File: src/rtl/drive_link_pkg.sv
package drive_link_pkg;
  typedef enum logic [1:0] {
    S_IDLE = 2'd0,
    S_PREP = 2'd1,
    S_XFER = 2'd2,
    S_DONE = 2'd3
  } seqState_t;

  typedef struct packed {
    logic clearPtr;
    logic advance;
    logic driveRead;
    logic record;
  } strobes_t;
endpackage

File: src/rtl/bit_tick_gen.sv
module bit_tick_gen #(
  parameter int CLKS_PER_BIT = 4
) (
  input  logic clk,
  input  logic rst_n,
  input  logic restart,
  output logic tick
);
  localparam int CNT_W = (CLKS_PER_BIT > 1) ? $clog2(CLKS_PER_BIT) : 1;
  localparam logic [CNT_W-1:0] LAST = CNT_W'(CLKS_PER_BIT - 1);

  logic [CNT_W-1:0] phase;

  always_ff @(posedge clk or negedge rst_n) begin
    if (!rst_n)            phase <= '0;
    else if (restart)      phase <= '0;
    else if (phase == LAST) phase <= '0;
    else                   phase <= phase + 1'b1;
  end

  assign tick = !restart && (phase == LAST);
endmodule

File: src/rtl/drive_link_ctrl.sv
module drive_link_ctrl
  import drive_link_pkg::*;
#(
  parameter int CLKS_PER_BIT = 4,
  parameter int PREP_BITS    = 14354
) (
  input  logic     clk,
  input  logic     rst_n,
  input  logic     scanN,
  input  logic     stopN,
  input  logic     writeN,
  input  logic     tick,
  input  logic     lastBit,
  output logic     tickRestart,
  output strobes_t strobes,
  output logic     readyN,
  output logic     endOfMedia
);
  localparam int PREP_W = $clog2(PREP_BITS + 1);
  localparam logic [PREP_W-1:0] PREP_LAST = PREP_W'(PREP_BITS - 1);
  localparam logic [31:0] MIN_CLKS = 32'(PREP_BITS * CLKS_PER_BIT);

  seqState_t state, nextState;
  logic [PREP_W-1:0] prepCnt;
  logic req, inXfer;

  assign req    = !scanN && stopN;
  assign inXfer = (state == S_XFER);

  always_comb begin
    nextState = state;
    if (!req) nextState = S_IDLE;
    else begin
      unique case (state)
        S_IDLE: nextState = S_PREP;
        S_PREP: if (tick && prepCnt == PREP_LAST) nextState = S_XFER;
        S_XFER: if (tick && lastBit) nextState = S_DONE;
        S_DONE: nextState = S_DONE;
        default: nextState = S_IDLE;
      endcase
    end
  end

  always_ff @(posedge clk or negedge rst_n) begin
    if (!rst_n) begin
      state   <= S_IDLE;
      prepCnt <= '0;
    end else begin
      state <= nextState;
      if (state != S_PREP)  prepCnt <= '0;
      else if (tick)        prepCnt <= prepCnt + 1'b1;
    end
  end

  assign tickRestart       = (state == S_IDLE);
  assign strobes.clearPtr  = !req;
  assign strobes.advance   = inXfer && req && tick;
  assign strobes.driveRead = inXfer && req && writeN;
  assign strobes.record    = inXfer && req && !writeN && tick;
  assign readyN            = !inXfer;
  assign endOfMedia        = (state == S_DONE);

  // Checker counter: clocks the request has been continuously present.
  logic [31:0] sinceReq;
  always_ff @(posedge clk or negedge rst_n) begin
    if (!rst_n)                sinceReq <= '0;
    else if (!req)             sinceReq <= '0;
    else if (sinceReq != '1)   sinceReq <= sinceReq + 1'b1;
  end

  assert_ready_min_delay_R4: assert property (@(posedge clk) disable iff (!rst_n)
    $fell(readyN) |-> (sinceReq >= MIN_CLKS));
  assert_scan_release_R5: assert property (@(posedge clk) disable iff (!rst_n)
    scanN |=> readyN);
  assert_stop_priority_R6: assert property (@(posedge clk) disable iff (!rst_n)
    !stopN |=> (readyN && !strobes.record && !strobes.advance));
  assert_eom_not_ready_R10: assert property (@(posedge clk) disable iff (!rst_n)
    endOfMedia |-> readyN);
endmodule

File: src/rtl/drive_link_path.sv
module drive_link_path
  import drive_link_pkg::*;
#(
  parameter int MEDIA_BITS = 524288,
  localparam int ADDR_W = (MEDIA_BITS > 1) ? $clog2(MEDIA_BITS) : 1
) (
  input  logic              clk,
  input  logic              rst_n,
  input  logic              mediaPresent,
  input  logic              writeProtect,
  input  strobes_t          strobes,
  input  logic              mediaBit,
  input  logic              writeData,
  output logic              mediaSetN,
  output logic              writableN,
  output logic              readData,
  output logic              bitStrobe,
  output logic              recordEn,
  output logic              recordBit,
  output logic [ADDR_W-1:0] addr,
  output logic              lastBit
);
  localparam logic [ADDR_W-1:0] ADDR_LAST = ADDR_W'(MEDIA_BITS - 1);

  always_ff @(posedge clk or negedge rst_n) begin
    if (!rst_n) begin
      mediaSetN <= 1'b1;
      writableN <= 1'b1;
    end else begin
      mediaSetN <= !mediaPresent;
      writableN <= !(mediaPresent && !writeProtect);
    end
  end

  always_ff @(posedge clk or negedge rst_n) begin
    if (!rst_n)                             addr <= '0;
    else if (strobes.clearPtr)              addr <= '0;
    else if (strobes.advance && !lastBit)   addr <= addr + 1'b1;
  end

  assign lastBit   = (addr == ADDR_LAST);
  assign readData  = strobes.driveRead && mediaBit;
  assign bitStrobe = strobes.advance;
  assign recordEn  = strobes.record;
  assign recordBit = strobes.record && writeData;

  assert_writable_needs_media_R2: assert property (@(posedge clk) disable iff (!rst_n)
    !writableN |-> !mediaSetN);
  assert_ptr_cleared_R9: assert property (@(posedge clk) disable iff (!rst_n)
    strobes.clearPtr |=> (addr == '0));
  assert_read_quiet_R7: assert property (@(posedge clk) disable iff (!rst_n)
    !strobes.driveRead |-> !readData);
endmodule

File: src/rtl/drive_link_seq.sv
module drive_link_seq
  import drive_link_pkg::*;
#(
  parameter int CLKS_PER_BIT = 519,
  parameter int PREP_BITS    = 14354,
  parameter int MEDIA_BITS   = 524288,
  localparam int ADDR_W = (MEDIA_BITS > 1) ? $clog2(MEDIA_BITS) : 1
) (
  input  logic              clk,
  input  logic              rst_n,
  input  logic              mediaPresent_i,
  input  logic              writeProtect_i,
  input  logic              scanN_i,
  input  logic              stopMotorN_i,
  input  logic              writeN_i,
  input  logic              writeData_i,
  input  logic              mediaBit_i,
  output logic              mediaSetN_o,
  output logic              writableN_o,
  output logic              motorOk_o,
  output logic              readyN_o,
  output logic              readData_o,
  output logic              bitStrobe_o,
  output logic              recordEn_o,
  output logic              recordBit_o,
  output logic [ADDR_W-1:0] mediaAddr_o,
  output logic              endOfMedia_o
);
  strobes_t strobes;
  logic tick, tickRestart, lastBit;

  assign motorOk_o = 1'b1;

  bit_tick_gen #(.CLKS_PER_BIT(CLKS_PER_BIT)) u_tick (
    .clk(clk), .rst_n(rst_n), .restart(tickRestart), .tick(tick)
  );

  drive_link_ctrl #(.CLKS_PER_BIT(CLKS_PER_BIT), .PREP_BITS(PREP_BITS)) u_ctrl (
    .clk(clk), .rst_n(rst_n), .scanN(scanN_i), .stopN(stopMotorN_i),
    .writeN(writeN_i), .tick(tick), .lastBit(lastBit),
    .tickRestart(tickRestart), .strobes(strobes),
    .readyN(readyN_o), .endOfMedia(endOfMedia_o)
  );

  drive_link_path #(.MEDIA_BITS(MEDIA_BITS)) u_path (
    .clk(clk), .rst_n(rst_n), .mediaPresent(mediaPresent_i),
    .writeProtect(writeProtect_i), .strobes(strobes),
    .mediaBit(mediaBit_i), .writeData(writeData_i),
    .mediaSetN(mediaSetN_o), .writableN(writableN_o),
    .readData(readData_o), .bitStrobe(bitStrobe_o),
    .recordEn(recordEn_o), .recordBit(recordBit_o),
    .addr(mediaAddr_o), .lastBit(lastBit)
  );
endmodule

File: config.mk
export PLATFORM = sky130hd
export DESIGN_NAME = drive_link_seq
export DESIGN_NICKNAME = d
export VERILOG_FILES = /design/src/rtl/drive_link_pkg.sv /design/src/rtl/bit_tick_gen.sv /design/src/rtl/drive_link_ctrl.sv /design/src/rtl/drive_link_path.sv /design/src/rtl/drive_link_seq.sv
export SDC_FILE = /design/constraint.sdc
export NUM_CORES = 1
export LEC_CHECK = 0
export ABC_AREA = 1
export BUFFER_PORTS_ARGS = -buffer_cell sky130_fd_sc_hd__buf_2
export CAP_MARGIN = 30
export CELL_PAD_IN_SITES_DETAIL_PLACEMENT = 0
export CELL_PAD_IN_SITES_GLOBAL_PLACEMENT = 1
export CORE_ASPECT_RATIO = 1.4
export CORE_MARGIN = 2
export CORE_UTILIZATION = 38
export DETAILED_ROUTE_END_ITERATION = 7
export HOLD_SLACK_MARGIN = 0.12
export PLACE_DENSITY_LB_ADDON = 0.1
export SLEW_MARGIN = 20
export SYNTH_ARGS = -nofsm -noshare
export SYNTH_HDL_FRONTEND = slang
export SYNTH_HIERARCHICAL = 1
export SYNTH_SLANG_ARGS = --single-unit
File: constraint.sdc
create_clock -name clk -period 2.2 [get_ports clk]
set_input_delay 0.22 -clock clk [delete_from_list [all_inputs] [get_ports clk]]
set_output_delay 0.22 -clock clk [all_outputs]
set_load 0.01 [all_outputs]
Yosys cells after proc, flatten, opt, wreduce, memory -nomap -nowiden
Index checks and enable logic that the tools add are counted.
Storage, ports and cells
  bits in registers: 47
  input port bits: 9
  output and inout port bits: 28
  word-level logic and storage cells: 53
Operators by class
  $add $sub $neg: 3
  equal/unequal tests: 10
  multiplexer cells: 10
  reduce and logical (&&, ||, !) cells: 24
Operators by type and width (number)
  19-bit two-way mux: 2
  14-bit two-way mux: 2
  10-bit two-way mux: 2
  19-bit by 1-bit adder with 19-bit output, second input constant: 1
  19-bit equality test, second input constant: 1
  14-bit by 1-bit adder with 14-bit output, second input constant: 1
  14-bit equality test, second input constant: 1
  1-bit logical AND: 13
  10-bit by 1-bit adder with 10-bit output, second input constant: 1
  10-bit equality test, second input constant: 1
  1-bit zero test: 8
  2-bit case mux with 4 select lines: 1
  2-bit two-way mux: 3
  3-bit inequality test, second input constant: 2
  2-bit equality test, second input constant: 2
  2-bit by 1-bit inequality test with 1-bit output, second input constant: 2
  2-bit by 1-bit equality test with 1-bit output, second input constant: 1
  2-bit zero test: 1
  2-bit AND reduction: 1
  2-bit nonzero test: 1

Depth between registers and ports, before layout
  word-level depth: 7
  gate-level depth with buffers: 15
  depth with buffers taken out: 14

Hierarchy
The synthesis kept the hierarchy.
Modules (own cells, without submodules)
  drive_link_path: times used 1, cells an instance 204, area each 1421.4 µm², sequential area each 528.0 µm²
  drive_link_ctrl: times used 1, cells an instance 131, area each 960.9 µm², sequential area each 400.4 µm²
  bit_tick_gen: times used 1, cells an instance 63, area each 514.2 µm², sequential area each 250.2 µm²
  drive_link_seq: times used 1, cells an instance 2, area each 11.3 µm², sequential area each 0.0 µm²

Worst setup path after synthesis
OpenSTA, ideal clock, no wires.
  path kind: register -> register
  start point: reg u_tick.phase[0]
  end point: reg u_path.addr[17]
  library setup time: 0.119 ns
  arrival: 2.115 ns
  path slack: -0.034 ns
  stages on the path, launching flop included: 16
  clock period less this slack: 2.234 ns
  path through: dfrtp_1 inv_1 ha_1 nand2_1 nor2_1 nand3_1 nor2_1 buf_4 inv_1 nor2_1 nand2_1 nand3b_1 nor2_1 nand3_1 nand2_1 nor2_1
RTL lines
  start, declared: line bit_tick_gen.sv:12  | logic [CNT_W-1:0] phase;
  start signal, assigned: line bit_tick_gen.sv:18  | else phase <= phase + 1'b1;
  end signal, assigned: line drive_link_path.sv:38  | else if (strobes.advance && !lastBit) addr <= addr + 1'b1;
  end, declared: line drive_link_path.sv:20  | output logic [ADDR_W-1:0] addr,

Worst setup path after layout
  start point: reg u_tick.phase[0]
  end point: out bitStrobe_o
Between the ends
  word-level cells in the longest chain between the ends: 3
Ends and longest elaborated chain
  10-bit equality test: line bit_tick_gen.sv:21  | assign tick = !restart && (phase == LAST);
  1-bit logical AND: line bit_tick_gen.sv:21
  via tick: line drive_link_seq.sv:30  | logic tick, tickRestart, lastBit;
  1-bit logical AND: line drive_link_ctrl.sv:57  | assign strobes.advance = inXfer && req && tick;
  end, declared: line drive_link_seq.sv:23  | output logic bitStrobe_o,
The timed path passes the listed nets, and every way through them passes these cells.

==> run metrics <==
Site Rows=37; # DRC=0; DP Area=3206 um^2; #FFs+latches synth=47; # diodes=0; Die H=107.5 um; Yosys top cell area share=38.73%; TritonCTS buffer count=5; Async S/R FF share, synth=100.0%; clock-pin slew on the worst setup and hold paths=100 ps; Die ar.=8377 um^2; Worst Setup EP=bitStrobe_o; reg2reg start=u_tick/phase[0]; most instantiated cells after synthesis=95 x nand2_1, 74 x nor2_1, 48 x inv_1; first-pass GRT wire length=12.40 mm; grt ovf=0; Worst Skew=13.34 ps; TNS Setup=0 ps; register area share after synthesis=40.53%; Hold Fails Final Rpt=0; Top Family by Delay on Critical Path=simple AND/OR/NAND/NOR gates; top-count cell post-synth=nand2_1; cells after synthesis=400; antenna violations before repair=0; Switching Share=22.85%; Clk pwr share=43.7%; wl on met1=3.013 mm; met2 wire len=3.941 mm; Critical-path top delay cell=dfrtp_1; htree depth=2; Total Wirelength=7.231 mm; largest area contributor in the netlist=dfrtp_1; Final min period=2033 ps; dominant synthesized flop cell=dfrtp_1; CTS root buf=clkbuf_8; met3 wire len=196 um; Synthesized Nets=414; dpl hpwl=5.468 mm; final std cells w/o fill=545; pin count of the biggest net entering global routing=26; Internal=1.364 mW; Slew HR=61.90%; top cells by area, synth=dfrtp_1 39%, nand2_1 12%, nor2_1 9.6%, nand3_1 6.2%, inv_1 6.2%; largest stage delay on the critical path=430 ps; yosys warns=6; # setup viols final=0; post-synthesis cell type count=34; fraction of layout cells with a size suffix above 1=20.09%; WP data required=1980 ps; register share of total power=49.9%; io pins=37; Detailed Routing Iterations Pass 1=4; Crit path depth=10; syn_area_per_cell=7.269 um^2; HP Class=input pin to flop; cell mode on critical path=nor2_2; CP bufs+invs=4; CTS tree=yes; Max Cap Violations=0; Synth Cell Area=2908 um^2; Worst Setup SP=u_tick/phase[0]; Power Dens Cells=519.0 nW/um^2; Routed WL per cell=13.27 um; Clk Latency, worst-skew pair=310 ps; core area=7407 um^2; crit-path cells=inv_1, ha_1, nand2_1, nor2_2, nand3_2, nor2_4, inv_2, nor2_2, buf_4, buf_2; Logic pwr share=6.4%; clk buf depth=2; Syn-to-layout area delta=17.13%; Nets=461; P_sw=0.4038 mW; Worst setup EP type=primary output; status=completed; Worst Tran Pin Value=571.4 ps; Initial Utilization=39.26%; Worst Path Arrival=1810 ps; Post-Layout Inst Area=3406 um^2; Placed Cells incl. Taps=533; R2R setup slack=280 ps; routability cong.=0.7902; Worst Path Max Fanout=6; critical path type=flop to primary output; vias in the first global route=2659; max-slew violations=0; top sig layer=met4; fmax=492.0 MHz; period utilization=92.39%; Core Util, Final=45.98%; Tot Pwr=1.768 mW; Die W=77.93 um; global-route total usage across every layer=18.62%; Buffers on Ports=35; DRT iter0 DRCs=87; r2r endpoint=u_path/addr[15]; Pleak=1.570 nW; Worst Reg-to-Reg Cells=14; startpoint types=flop; Vias per Instance=4.791; TritonCTS sink count=47; Worst VDD drop=0.0003088 V; vias=2611; Post-synth EDFFs=0; Routed Antenna Nets=0
[tightest hold or removal path: cells and delay by family]
kind                   cells  cell delay [ps]
buffers and inverters      1               80
AND/OR/NAND/NOR            1               60
AO/OA/AOI/OAI              2              110
[cells in the final DEF, fill, tap and decap left out, drive strengths merged, types with 2 or more instances in the layout]
cell / count
inv: 48
nor3: 6
a21oi: 22
bufinv: 2
nand4: 6
nand2: 105
dlygate4sd3: 3
nand3: 40
clkbuf: 5
nor2: 86
xor2: 4
dfrtp: 45
buf: 46
nand3b: 3
dfstp: 2
o21ai: 7
o21bai: 2
xnor2: 2
ha: 5
[registers in the layout (all words and copies together) (netlist names)]
name              count
u_ctrl/prepCnt       14
u_ctrl/state          2
u_path/addr          19
u_path/mediaSetN      1
u_path/writableN      1
u_tick/phase         10
[power groups by stage]
stage / sequential [mW] / combinational, mW / clock [mW]
2_1_floorplan: 0.898 / 0.0573 / 0
3_3_place_gp: 0.898 / 0.111 / 0
3_5_place_dp: 0.899 / 0.111 / 0
4_1_cts: 0.882 / 0.116 / 0.802
5_1_grt: 0.883 / 0.131 / 0.827
6_report: 0.882 / 0.113 / 0.772
[per-layer routing]
layer	track usage [%]	up-vias
li1	-	1348
met1	20.22	1222
met2	37.07	35
met3	2.517	6
met4	4.887	0
met5	0	-
[final cells by class]
type / instances / area [um^2]
Sequential cell: 47 / 1179
Fill cell: 802 / 4001
Multi-Input combinational cell: 295 / 1498
Clock inverter: 3 / 67.56
Clock buffer: 5 / 68.82
Inverter: 49 / 183.9
Tap cell: 97 / 121.4
Timing Repair Buffer: 49 / 287.8
[worst min-delay path by stage]
stage / start / slack (ps) / end / cells after the start
after global placement: rst_n / 250 / u_path/addr[15] / 1
final: scanN_i / 200 / u_ctrl/state[1] / 4
after floorplan: rst_n / -80 / u_ctrl/prepCnt[0] / 0
after detailed placement: rst_n / 250 / u_path/addr[15] / 1
after global routing: scanN_i / 200 / u_ctrl/state[1] / 4
after CTS: scanN_i / 190 / u_ctrl/state[1] / 4
[kinds of logic after synthesis]
group           after synthesis  synth area share (%)
xor+xnor                      6                 1.807
fa+ha+maj                     5                 2.151
simple gates                249                 40.10
compound gates               34                 6.325
other cells                   1                0.1290
buf+inv                      58                 8.950
flops                        47                 40.53
[metrics by stage]
stage,worst slack (ps),hold WS (ps)
6_report,167.3,195.3
2_1_floorplan,120.7,-75.59
5_1_grt,-3.259,203.7
3_3_place_gp,163.4,252.5
4_1_cts,18.04,193.7
3_5_place_dp,105.1,254.8
[repair_timing]
item,CTS,global route
pin swaps,1,3
buffers inserted,0,1
endpoints found under the setup margin,3,7
hold buffers,3,0
endpoints found under the hold margin,24,0
gates resized for setup,4,3
No activity file was read; power rests on OpenSTA's default activity.
